`src/rtl/irq_nest_pkg.sv`:
```
package irq_nest_pkg;
  typedef enum logic [1:0] {
    A_CTRL = 2'd0,
    A_PEND = 2'd1,
    A_STAT = 2'd2,
    A_NONE = 2'd3
  } reg_addr_e;
endpackage

```
`src/rtl/irq_pend.sv`:
```
module irq_pend #(
  parameter int NUM_SRC = 4
) (
  input  logic               clk,
  input  logic               rst_n,
  input  logic [NUM_SRC-1:0] irq_i,
  input  logic [NUM_SRC-1:0] clr_i,
  output logic [NUM_SRC-1:0] pend_o
);
  logic [NUM_SRC-1:0] pend_q;

  // The clear is applied first; a line still high re-sets its bit.
  always_ff @(posedge clk) begin
    if (!rst_n) pend_q <= '0;
    else        pend_q <= (pend_q & ~clr_i) | irq_i;
  end

  assign pend_o = pend_q;
endmodule

```
`src/rtl/irq_arb.sv`:
```
module irq_arb #(
  parameter int NUM_SRC = 4,
  localparam int LVL_W = $clog2(NUM_SRC + 1),
  localparam int IDX_W = (NUM_SRC > 1) ? $clog2(NUM_SRC) : 1
) (
  input  logic [NUM_SRC-1:0] pend_i,
  input  logic [LVL_W-1:0]   cur_lvl_i,
  output logic               any_o,
  output logic [IDX_W-1:0]   idx_o
);
  logic [NUM_SRC-1:0] elig;

  // Source i carries level i+1.
  for (genvar g = 0; g < NUM_SRC; g++) begin : g_elig
    assign elig[g] = pend_i[g] && (LVL_W'(g + 1) > cur_lvl_i);
  end

  // Scan upward so the highest eligible index wins.
  always_comb begin
    any_o = 1'b0;
    idx_o = '0;
    for (int i = 0; i < NUM_SRC; i++) begin
      if (elig[i]) begin
        any_o = 1'b1;
        idx_o = IDX_W'(i);
      end
    end
  end
endmodule

```
`src/rtl/irq_stack.sv`:
```
module irq_stack #(
  parameter int DEPTH   = 4,
  parameter int FRAME_W = 20,
  localparam int CNT_W = $clog2(DEPTH + 1),
  localparam int PTR_W = (DEPTH > 1) ? $clog2(DEPTH) : 1
) (
  input  logic               clk,
  input  logic               rst_n,
  input  logic               push_i,
  input  logic               pop_i,
  input  logic [FRAME_W-1:0] frame_i,
  output logic [FRAME_W-1:0] top_o,
  output logic               full_o,
  output logic               empty_o,
  output logic [CNT_W-1:0]   cnt_o
);
  logic [FRAME_W-1:0] mem [DEPTH];
  logic [CNT_W-1:0]   cnt_q;
  logic [PTR_W-1:0]   wr_ptr;
  logic [PTR_W-1:0]   rd_ptr;

  assign wr_ptr  = PTR_W'(cnt_q);
  assign rd_ptr  = PTR_W'(cnt_q - CNT_W'(1));
  assign full_o  = (cnt_q == CNT_W'(DEPTH));
  assign empty_o = (cnt_q == '0);
  assign top_o   = empty_o ? '0 : mem[rd_ptr];
  assign cnt_o   = cnt_q;

  always_ff @(posedge clk) begin
    if (!rst_n) begin
      cnt_q <= '0;
    end else if (push_i && !full_o) begin
      mem[wr_ptr] <= frame_i;
      cnt_q       <= cnt_q + CNT_W'(1);
    end else if (pop_i && !empty_o) begin
      cnt_q <= cnt_q - CNT_W'(1);
    end
  end
endmodule

```
`src/rtl/irq_nest_ctrl.sv`:
```
module irq_nest_ctrl
  import irq_nest_pkg::*;
#(
  parameter int NUM_SRC   = 4,
  parameter int PC_W      = 16,
  parameter int DATA_W    = 8,
  parameter int STK_DEPTH = 4,
  localparam int IDX_W = (NUM_SRC > 1) ? $clog2(NUM_SRC) : 1
) (
  input  logic               clk,
  input  logic               rst_n,
  input  logic [NUM_SRC-1:0] irq_i,
  input  logic               reg_we_i,
  input  logic [1:0]         reg_addr_i,
  input  logic [DATA_W-1:0]  reg_wdata_i,
  output logic [DATA_W-1:0]  reg_rdata_o,
  input  logic               boundary_i,
  input  logic [PC_W-1:0]    pc_i,
  output logic               take_o,
  output logic [IDX_W-1:0]   vector_o,
  input  logic               ret_i,
  output logic               ret_valid_o,
  output logic [PC_W-1:0]    ret_pc_o
);
  localparam int LVL_W   = $clog2(NUM_SRC + 1);
  localparam int CNT_W   = $clog2(STK_DEPTH + 1);
  localparam int FRAME_W = PC_W + LVL_W + 1;

  logic               gie_q, sup_q, ovf_q;
  logic [LVL_W-1:0]   lvl_q;
  logic [NUM_SRC-1:0] pend, clr;
  logic               any_elig;
  logic [FRAME_W-1:0] push_frame, top_frame;
  logic               stk_full, stk_empty;
  logic [CNT_W-1:0]   depth;
  logic               pop;
  logic               wr_ctrl;
  logic [LVL_W-1:0]   top_lvl;
  logic               top_sup;

  assign wr_ctrl = reg_we_i && (reg_addr_i == A_CTRL);
  assign clr     = (reg_we_i && reg_addr_i == A_PEND) ? reg_wdata_i[NUM_SRC-1:0] : '0;

  irq_pend #(.NUM_SRC(NUM_SRC)) u_pend (
    .clk(clk), .rst_n(rst_n), .irq_i(irq_i), .clr_i(clr), .pend_o(pend)
  );

  irq_arb #(.NUM_SRC(NUM_SRC)) u_arb (
    .pend_i(pend), .cur_lvl_i(lvl_q), .any_o(any_elig), .idx_o(vector_o)
  );

  assign take_o     = boundary_i && gie_q && any_elig && !ret_i;
  assign pop        = ret_i && !stk_empty;
  assign push_frame = {pc_i, lvl_q, sup_q};

  irq_stack #(.DEPTH(STK_DEPTH), .FRAME_W(FRAME_W)) u_stk (
    .clk(clk), .rst_n(rst_n), .push_i(take_o), .pop_i(pop),
    .frame_i(push_frame), .top_o(top_frame), .full_o(stk_full),
    .empty_o(stk_empty), .cnt_o(depth)
  );

  assign ret_pc_o    = top_frame[FRAME_W-1 -: PC_W];
  assign top_lvl     = top_frame[LVL_W:1];
  assign top_sup     = top_frame[0];
  assign ret_valid_o = pop;

  always_ff @(posedge clk) begin
    if (!rst_n) begin
      gie_q <= 1'b0;
      sup_q <= 1'b0;
      ovf_q <= 1'b0;
      lvl_q <= '0;
    end else begin
      if (take_o && stk_full) ovf_q <= 1'b1;
      if (take_o) begin
        gie_q <= 1'b0;
        sup_q <= 1'b1;
      end else if (pop) begin
        gie_q <= 1'b1;
        lvl_q <= top_lvl;
        sup_q <= top_sup;
      end else if (wr_ctrl) begin
        gie_q <= reg_wdata_i[0];
        lvl_q <= reg_wdata_i[LVL_W:1];
      end
    end
  end

  always_comb begin
    reg_rdata_o = '0;
    case (reg_addr_i)
      A_CTRL: begin
        reg_rdata_o[0]       = gie_q;
        reg_rdata_o[LVL_W:1] = lvl_q;
      end
      A_PEND: reg_rdata_o[NUM_SRC-1:0] = pend;
      A_STAT: begin
        reg_rdata_o[0]         = sup_q;
        reg_rdata_o[1]         = ovf_q;
        reg_rdata_o[CNT_W+1:2] = depth;
      end
      default: reg_rdata_o = '0;
    endcase
  end
endmodule

```
`config.mk`:
```
export PLATFORM = sky130hd
export DESIGN_NAME = irq_nest_ctrl
export DESIGN_NICKNAME = d
export VERILOG_FILES = /design/src/rtl/irq_nest_pkg.sv /design/src/rtl/irq_pend.sv /design/src/rtl/irq_arb.sv /design/src/rtl/irq_stack.sv /design/src/rtl/irq_nest_ctrl.sv
export SDC_FILE = /design/constraint.sdc
export NUM_CORES = 1
export LEC_CHECK = 0
export ABC_CLOCK_PERIOD_IN_PS = 4050
export BUFFER_PORTS_ARGS = -buffer_cell sky130_fd_sc_hd__clkbuf_2
export CORE_MARGIN = 4
export CORE_UTILIZATION = 28
export CTS_CLUSTER_SIZE = 8
export DETAILED_ROUTE_END_ITERATION = 10
export PLACE_DENSITY = 0.56
export SLEW_MARGIN = 30
export SYNTH_ARGS = -nofsm -noshare
export SYNTH_HDL_FRONTEND = slang
export SYNTH_SLANG_ARGS = --single-unit
```
`constraint.sdc`:
```
create_clock -name clk -period 4.05 [get_ports clk]
set_input_delay 0.81 -clock clk [delete_from_list [all_inputs] [get_ports clk]]
set_output_delay 0.81 -clock clk [all_outputs]
set_load 0.1 [all_outputs]
```
### Yosys cells after proc, flatten, opt, wreduce, memory -nomap -nowiden

Memories as Yosys holds them, arrays and structs flattened.
Index checks and enable logic that the tools add are counted.

| storage, ports and cells | value |
|---|---|
| memories | 1 |
| latch bits | 0 |
| logic and storage cells | 66 |
| bits in registers | 13 |
| bits of input ports | 35 |
| ROM bits | 0 |
| bits in writable memories | 80 |
| output and inout bits | 28 |

| operators by class | value |
|---|---|
| equality and inequality tests | 3 |
| bitwise gates (word level) | 5 |
| shift-type cells | 0 |
| reductions and logical operators | 23 |
| order comparisons | 4 |
| mux-type cells | 22 |
| multipliers | 0 |
| divide/modulo/power cells | 0 |
| add/subtract/negate cells | 2 |

Memory list:

| name | depth | width | read ports | clocked after Yosys merged registers in | wr ports | RTL line | text |
|---|---|---|---|---|---|---|---|
| u_stk.mem | 4 | 20 | 1 | 0 | 1 | irq_stack.sv:17 | `logic [FRAME_W-1:0] mem [DEPTH];` |

Operators by type and width:

| operator | count |
|---|---|
| $mux 20 | 1 |
| $logic_and 1x1->1 | 13 |
| $mux 1 | 13 |
| $mux 3 | 4 |
| $pmux 4 s3 | 1 |
| $gt 2x3->1 const A | 2 |
| $reduce_bool 2->1 | 3 |
| $and 4x4->4 | 1 |
| $mux 2 | 2 |
| $mux 4 | 1 |
| $not 4->4 | 1 |
| $or 4x4->4 | 1 |
| $add 3x1->3 const B | 1 |
| $eq 3x3->1 const B | 1 |
| $gt 1x3->1 const A | 1 |
| $gt 3x3->1 const A | 1 |
| $logic_not 1->1 | 3 |
| $logic_not 3->1 | 1 |
| $sub 3x1->3 const B | 1 |
| $eq 2x1->1 const B | 1 |
| $eq 2x2->1 const B | 1 |
| $logic_not 2->1 | 1 |
| $not 1->1 | 2 |
| $reduce_and 2->1 | 1 |
| $reduce_or 2->1 | 1 |

### Longest topological paths before layout

Gate-level depths: netlist (run 1).

| logic depth | value |
|---|---|
| depth after elaboration | 12 |
| mapped depth | 11 |
| depth with buffers taken out | 7 |

### Cells and area by module

Synthesis (run 1) repeated with hierarchy kept, for this count alone.

| second synthesis, totals | value |
|---|---|
| cell total of the unflattened synthesis | 235 |
| area total of the unflattened synthesis | 3956.3 µm² |

Modules (own cells, without submodules):

| module | instances | area each (µm²) | seq. area each (µm²) | cells each |
|---|---|---|---|---|
| irq_stack | 1 | 3310.7 | 2462.4 | 161 |
| irq_nest_ctrl | 1 | 432.9 | 120.1 | 52 |
| irq_pend | 1 | 165.2 | 80.1 | 12 |
| irq_arb | 1 | 47.5 | 0.0 | 10 |

### Worst setup path after synthesis (run 1)

Ideal clock, no wire load.

| path | value |
|---|---|
| kind | reg-to-output |
| start point | register u_stk.cnt_q[0] (netlist: u_stk.cnt_o[0]) |
| end point | output ret_pc_o[10] |
| setup slack | -40 ps |
| data required time | 3240 ps |
| cell stages (with the launch flop) | 10 |
| path buffers | 5 |
| arrival | 3280 ps |
| cells stage by stage | dfxtp_1 buf_2 buf_6 buf_6 inv_1 ha_1 buf_2 buf_2 mux4_2 nor2b_1 |

| between the ends | value |
|---|---|
| cells in the longest elaborated chain, start to end | 3 |
| elaborated cells on any way between the ends | 4 |
| classes of those cells | add/sub (1); mux (1); reduce/logical (1); memory (1) |

Ends and longest elaborated chain:

| item | RTL line | text |
|---|---|---|
| start, declared | irq_stack.sv:18 | `logic [CNT_W-1:0] cnt_q;` |
| start signal, assigned | irq_stack.sv:34 | `cnt_q <= cnt_q + CNT_W'(1);` |
| start signal, assigned | irq_stack.sv:36 | `cnt_q <= cnt_q - CNT_W'(1);` |
| $sub 3x1->3 | -- |  |
| $mem_v2 4x20 | -- |  |
| $mux 20 * | irq_stack.sv:26 | `assign top_o = empty_o ? '0 : mem[rd_ptr];` |
| end, declared | irq_nest_ctrl.sv:23 | `output logic [PC_W-1:0] ret_pc_o` |

Every way passes the cells marked *; elsewhere a longest branch is shown, timed or not.

### Final worst setup path (run 1)

| path | value |
|---|---|
| start point | register u_stk.cnt_q[1] (netlist: u_stk.cnt_o[1]) |
| end point | output ret_pc_o[0] |

The elaborated chain is that of the path after synthesis.

==> impl_metrics.json, run 1 <==
{
  "status": "completed",
  "synthesis.area_um2": 3920,
  "arrival_ns": 2.42,
  "crit_fanout": 17,
  "grt_pass1_wl_um": 11800,
  "ys_seq_area_share_pct": 68.0,
  "worstHoldStart": "ovf_q$_SDFFE_PN0P_",
  "hold_depth": 2,
  "ys_warn_count": 0,
  "final_cells": 474,
  "grt_use_met2_pct": 16.7,
  "grt_max_degree": 25,
  "fin_area_um2": 4930,
  "die_area_um2": 15900,
  "setup_tns_ns": 0,
  "drive_gt1_share_pct": 39.9,
  "rsz0062_at_grt": "false",
  "drt_iter0_markers": 96,
  "cts_setup_buffers": 0,
  "cap_viol_max_count": 0,
  "start_util_pct": 29.1,
  "holdPathEnd": "ovf_q$_SDFFE_PN0P_",
  "track_usage_pct": 9.75,
  "yosysUniqueCellTypes": 39,
  "antenna_found_initial": 0,
  "ios": 63,
  "fin_crit_sh_pct": 79.6,
  "vias": 2114,
  "syn2layout_area_growth_pct": 25.8,
  "synth_seq_cells": 93,
  "synth-xor-area-share_pct": 0,
  "setup_ws_ns": 0.825,
  "core_um2": 13500,
  "synthMuxAreaShare_pct": 14.4,
  "ant_nets": 0,
  "hold_path.class": "reg -> reg",
  "cts_root_buf": "clkbuf_16",
  "num_rows": 42,
  "nNetsFinal": 333,
  "use_met1_pct": 11.7,
  "fmax_mhz": 310,
  "gp_congestion": 0.767,
  "setup_viol": 0,
  "synthAdderAreaFrac_pct": 1.60,
  "required_ns": 3.24,
  "crit_path_end_kind": "output port",
  "cts_buffer_depth": 2,
  "synth_top_family_by_area": "multiplexers",
  "ctsHoldBuffers": 0,
  "worstSetupPathType": "reg -> out",
  "worst_pin_slew_ns": 0.617,
  "avgSynthCellArea_um2": 16.9,
  "clock_sinks": 93,
  "slew_headroom_pct": 58.8,
  "cts_buffers": 9,
  "synthSimpleGateAreaFrac_pct": 9.55,
  "dp_cells": 458,
  "busiest_layer": "met2",
  "min_period_ns": 3.23,
  "diodes": 0,
  "hpwl_um": 5010,
  "htree_levels": 3,
  "die-height_um": 126,
  "dr.pass1.iters": 4,
  "clock_latency_ns": 0.34,
  "gr-usage-met3_pct": 2.79,
  "clkTransAtPathRegs_ns": 0.06,
  "drc_errors": 0,
  "cts_tree": "yes",
  "synth_compound_area_share_pct": 3.74,
  "dpl_cell_area_um2": 4640,
  "post_drt_wl_per_cell_um": 16.1,
  "hold_violations": 0,
  "slew_violations": 0,
  "grt-ovfl-total": 0,
  "start_kind": "register",
  "port_buffers": 55,
  "reg2reg_to": "lvl_q[2]$_SDFFE_PN0P_",
  "reg2reg_slack_ns": 1.82,
  "wirelength_um": 7640,
  "r2r_cells": 7,
  "dp_slack_ns": 1.16,
  "finalClockSkew_ns": 0.00821,
  "fillers": 1285,
  "grt_pass1_vias": 2199,
  "r2r_start": "u_stk.cnt_o[1]$_SDFFE_PN0P_",
  "viasPerCell": 4.46,
  "synthCells": 232,
  "cts-resized-gates": 0,
  "fp.dieW_um": 126
}
-- area by class of cell --
class,count,area (um2),area share (%)
Clock buffer,9,225,4.57
Clock inverter,7,61.3,1.24
Inverter,3,11.3,0.228
Multi-Input combinational cell,124,1180,23.9
Sequential cell,93,2660,54.0
Tap cell,176,220,4.47
Timing Repair Buffer,62,568,11.5
-- registers in the layout (all words and copies together) (netlist names) --
signal	count
u_stk.mem	80
u_pend.pend_o	4
lvl_q	3
u_stk.cnt_o	3
gie_q	1
ovf_q	1
sup_q	1
-- kinds of logic after synthesis --
logic type	Yosys count
DFF	93
and+or+nand+nor	61
muxes	31
AOI/OAI and AO/OA	24
buffers and inverters	17
adders and majority gates	5
other	1
-- worst max-delay path, stage by stage, from the launching register on --
cell and delay [ns]:
dfxtp_1 0.38, inv_1 0.12, ha_1 0.50, buf_4 0.34
mux4_2 0.33, and2b_2 0.24, buf_12 0.17
-- synth_stat cells --
| master | n | area, um2 |
|---|---|---|
| a21boi_1 | 2 | 15.0 |
| o21a_1 | 1 | 7.51 |
| and2_2 | 1 | 7.51 |
| o21bai_1 | 2 | 15.0 |
| dfxtp_1 | 13 | 260 |
| nand4b_1 | 1 | 8.76 |
| ha_1 | 5 | 62.6 |
| mux2i_1 | 8 | 80.1 |
| nor2b_4 | 2 | 27.5 |
| or3b_2 | 1 | 8.76 |
| and2b_2 | 4 | 35.0 |
| buf_6 | 3 | 33.8 |
| a31oi_1 | 2 | 12.5 |
| o31ai_1 | 1 | 7.51 |
| and3_1 | 4 | 25.0 |
| a21oi_1 | 7 | 35.0 |
| and2b_1 | 2 | 15.0 |
| nand3b_1 | 1 | 7.51 |
| and4_1 | 1 | 8.76 |
| nor2_2 | 1 | 6.26 |
| inv_1 | 3 | 11.3 |
| buf_2 | 5 | 25.0 |
| nand2_1 | 14 | 52.6 |
| nor2b_1 | 17 | 106 |
| edfxtp_1 | 80 | 2400 |
| mux4_2 | 20 | 450 |
| nand3_1 | 3 | 15.0 |
| o21ai_0 | 7 | 35.0 |
| mux2_2 | 3 | 33.8 |
| nor3b_1 | 1 | 7.51 |
| buf_4 | 3 | 22.5 |
| a211o_1 | 1 | 8.76 |
| conb_1 | 1 | 3.75 |
| and2_1 | 1 | 6.26 |
| clkbuf_1 | 3 | 11.3 |
| nor2_1 | 4 | 15.0 |
| and3b_1 | 1 | 8.76 |
| or3_1 | 2 | 12.5 |
| o211a_1 | 1 | 10.0 |
-- layer usage --
layer | vias to the layer above | part of all wire [%]
li1 | 1008 | -
met5 | - | 0
met2 | 42 | 52
met1 | 1054 | 43
met4 | 0 | 1.5
met3 | 10 | 3.5
-- stage by stage --
stage	hold WS, ns	util, %
after global routing	0.532	36.6
final	0.505	36.6
after global placement	0.483	34.5
after detailed placement	0.494	34.5
after floorplan	0.458	-
after CTS	0.511	36.6
-- cells in the final DEF (no fill, tap or decap), types with 3 or more instances in the layout --
cell       count
o21ai_0        7
dfxtp_1       12
mux2i_1        8
inv_6          3
nor2_1         4
conb_1         3
nor2b_2        8
ha_1           5
nand2_1       14
mux4_2        20
clkbuf_2      39
and2b_2        4
nor2b_1        9
inv_1          3
edfxtp_1      80
nand3_1        3
clkbuf_16      9
mux2_2         3
buf_12        16
a21oi_1        7
and3_1         4
buf_4          7
-- worst max path at each step --
stage          depth (start not counted)              to                   startpoint
2_1_floorplan                          3  reg_rdata_o[2]                reg_addr_i[0]
4_1_cts                                6    ret_pc_o[14]  u_stk.cnt_o[1]$_SDFFE_PN0P_
5_1_grt                                6     ret_pc_o[0]  u_stk.cnt_o[1]$_SDFFE_PN0P_
3_3_place_gp                           6     ret_pc_o[5]  u_stk.cnt_o[1]$_SDFFE_PN0P_
3_5_place_dp                           6    ret_pc_o[14]  u_stk.cnt_o[1]$_SDFFE_PN0P_
6_report                               6     ret_pc_o[0]  u_stk.cnt_o[1]$_SDFFE_PN0P_
Power of run 1 is left out: the tool's default activity adds up to more than one toggle a clock period on the data nets, which glitch-free logic cannot reach.
==> inputs of run 2 (changes only) <==
--- a/config.mk
+++ b/config.mk
@@ -5,7 +5,7 @@
 export SDC_FILE = /design/constraint.sdc
 export NUM_CORES = 1
 export LEC_CHECK = 0
-export ABC_CLOCK_PERIOD_IN_PS = 4050
+export ABC_CLOCK_PERIOD_IN_PS = 3010
 export BUFFER_PORTS_ARGS = -buffer_cell sky130_fd_sc_hd__clkbuf_2
 export CORE_MARGIN = 4
 export CORE_UTILIZATION = 28
==> constraint.sdc (replaced) <==
create_clock -name clk -period 3.01 [get_ports clk]
set_input_delay 0.602 -clock clk [delete_from_list [all_inputs] [get_ports clk]]
set_output_delay 0.602 -clock clk [all_outputs]
set_load 0.1 [all_outputs]
==> run 2 against run 1 <==
Register-to-register slack lost 0.84 ns. Final area grew 2.5%. Utilization increased by 0.92 points. Critical path depth stayed put. Worst setup slack worse by 0.63 ns. Critical path type unchanged. Hold slack got worse by 0.023 ns. First-iteration DRC count shrank 22%. Cell count increased by 0.42%. Clock-buffer cell count unchanged. Global-route usage rose by 0.30 points.
==> impl_metrics.json, run 2 (synthesized netlist as in run 1, its figures left out) <==
{
  "clock_sinks": 93,
  "nNetsFinal": 335,
  "cts_tree": "yes",
  "cap_viol_max_count": 0,
  "die-height_um": 126,
  "core_um2": 13500,
  "worstHoldStart": "pc_i[1]",
  "post_drt_wl_per_cell_um": 16.3,
  "wirelength_um": 7740,
  "slew_headroom_pct": 63.6,
  "regMostFlops": "u_stk.mem",
  "fp.dieW_um": 126,
  "fillers": 1314,
  "setup_viol": 0,
  "hpwl_um": 4990,
  "r2r_cells": 6,
  "arrival_ns": 2.21,
  "cts_root_buf": "clkbuf_16",
  "syn2layout_area_growth_pct": 29.0,
  "hold_path.class": "in -> reg",
  "reg2reg_to": "sup_q$_SDFFE_PN0P_",
  "start_util_pct": 29.1,
  "grt_max_degree": 25,
  "fin_crit_sh_pct": 93.5,
  "status": "completed",
  "drc_errors": 0,
  "reg2reg_slack_ns": 0.98,
  "regArea_um2": 2660,
  "num_rows": 42,
  "worstSetupPathType": "reg -> out",
  "start_kind": "register",
  "cts_buffers": 9,
  "drt_iter0_markers": 75,
  "die_area_um2": 15900,
  "worst_pin_slew_ns": 0.548,
  "r2r_start": "u_stk.cnt_o[1]$_SDFFE_PN0P_",
  "cts-resized-gates": 0,
  "final_common_cell": "edfxtp_1",
  "crit_path_end_kind": "output port",
  "rsz0062_at_grt": "false",
  "vias": 2156,
  "gp_congestion": 0.755,
  "crit_fanout": 20,
  "slew_violations": 0,
  "clock_latency_ns": 0.34,
  "ios": 63,
  "hold_depth": 1,
  "viasPerCell": 4.53,
  "grt_pass1_vias": 2201,
  "hold_violations": 0,
  "multi_input_area_um2": 1230,
  "cts_buffer_depth": 2,
  "finalClockSkew_ns": 0.00842,
  "diodes": 0,
  "ctsHoldBuffers": 0,
  "dp_cells": 460,
  "ant_nets": 0,
  "track_usage_pct": 10.1,
  "required_ns": 2.41,
  "final_cells": 476,
  "drive_gt1_share_pct": 41.0,
  "antenna_found_initial": 0,
  "htree_levels": 3,
  "grt_pass1_wl_um": 12200,
  "grt-ovfl-total": 0,
  "port_buffers": 55,
  "holdPathEnd": "u_stk.mem[1][5]$_DFFE_PP_",
  "dr.pass1.iters": 4,
  "largest_reg_flops": 80,
  "min_period_ns": 2.81,
  "cts_setup_buffers": 0,
  "clkTransAtPathRegs_ns": 0.07,
  "fmax_mhz": 355,
  "most-common-layout-cells": "edfxtp_1, clkbuf_2, mux4_2"
}
[run 2: area by class of cell]
class	count	share of cell area [%]
multi-input combinational	124	24.3
inverter	3	0.223
timing repair buffer	64	12.1
clock buffer	9	4.46
tap	176	4.36
clock inverter	7	1.78
sequential	93	52.7
[run 2: per-stage QoR]
| step | instance area [um2] | hold WS [ns] | setup WS (ns) | setup TNS [ns] | utilization [%] |
|---|---|---|---|---|---|
| after floorplan | 4000 | 0.458 | -0.290 | -0.290 | - |
| after global placement | 4740 | 0.483 | 0.543 | 0 | 35.2 |
| after detailed placement | 4740 | 0.494 | 0.520 | 0 | 35.2 |
| after CTS | 5050 | 0.465 | 0.139 | 0 | 37.6 |
| after global routing | 5050 | 0.467 | 0.0339 | 0 | 37.6 |
| final | 5050 | 0.481 | 0.196 | 0 | 37.6 |
[run 2: worst max path at each step]
stage               cells after the start                        start           end
floorplan                               9  u_stk.cnt_o[0]$_SDFFE_PN0P_  ret_pc_o[10]
global placement                        6  u_stk.cnt_o[1]$_SDFFE_PN0P_   ret_pc_o[4]
detailed placement                      6  u_stk.cnt_o[1]$_SDFFE_PN0P_   ret_pc_o[0]
CTS                                     6  u_stk.cnt_o[1]$_SDFFE_PN0P_   ret_pc_o[0]
global route                            6  u_stk.cnt_o[1]$_SDFFE_PN0P_   ret_pc_o[0]
finish                                  6  u_stk.cnt_o[1]$_SDFFE_PN0P_   ret_pc_o[0]
[run 2: layer usage]
layer	global-route usage, %	vias to the layer above	share of wire [%]
met5	0	-	0
met4	3.97	0	1.7
met3	2.62	11	4.4
met2	16.7	44	50
met1	12.6	1084	44
li1	-	1017	-
[run 2: critical path, cell delays in order, from the launching register on]
cell	delay [ns]
dfxtp_1	0.38
inv_1	0.11
ha_1	0.32
buf_4	0.32
mux4_2	0.34
and2b_2	0.23
buf_12	0.17
Power of run 2 is left out for the same reason.
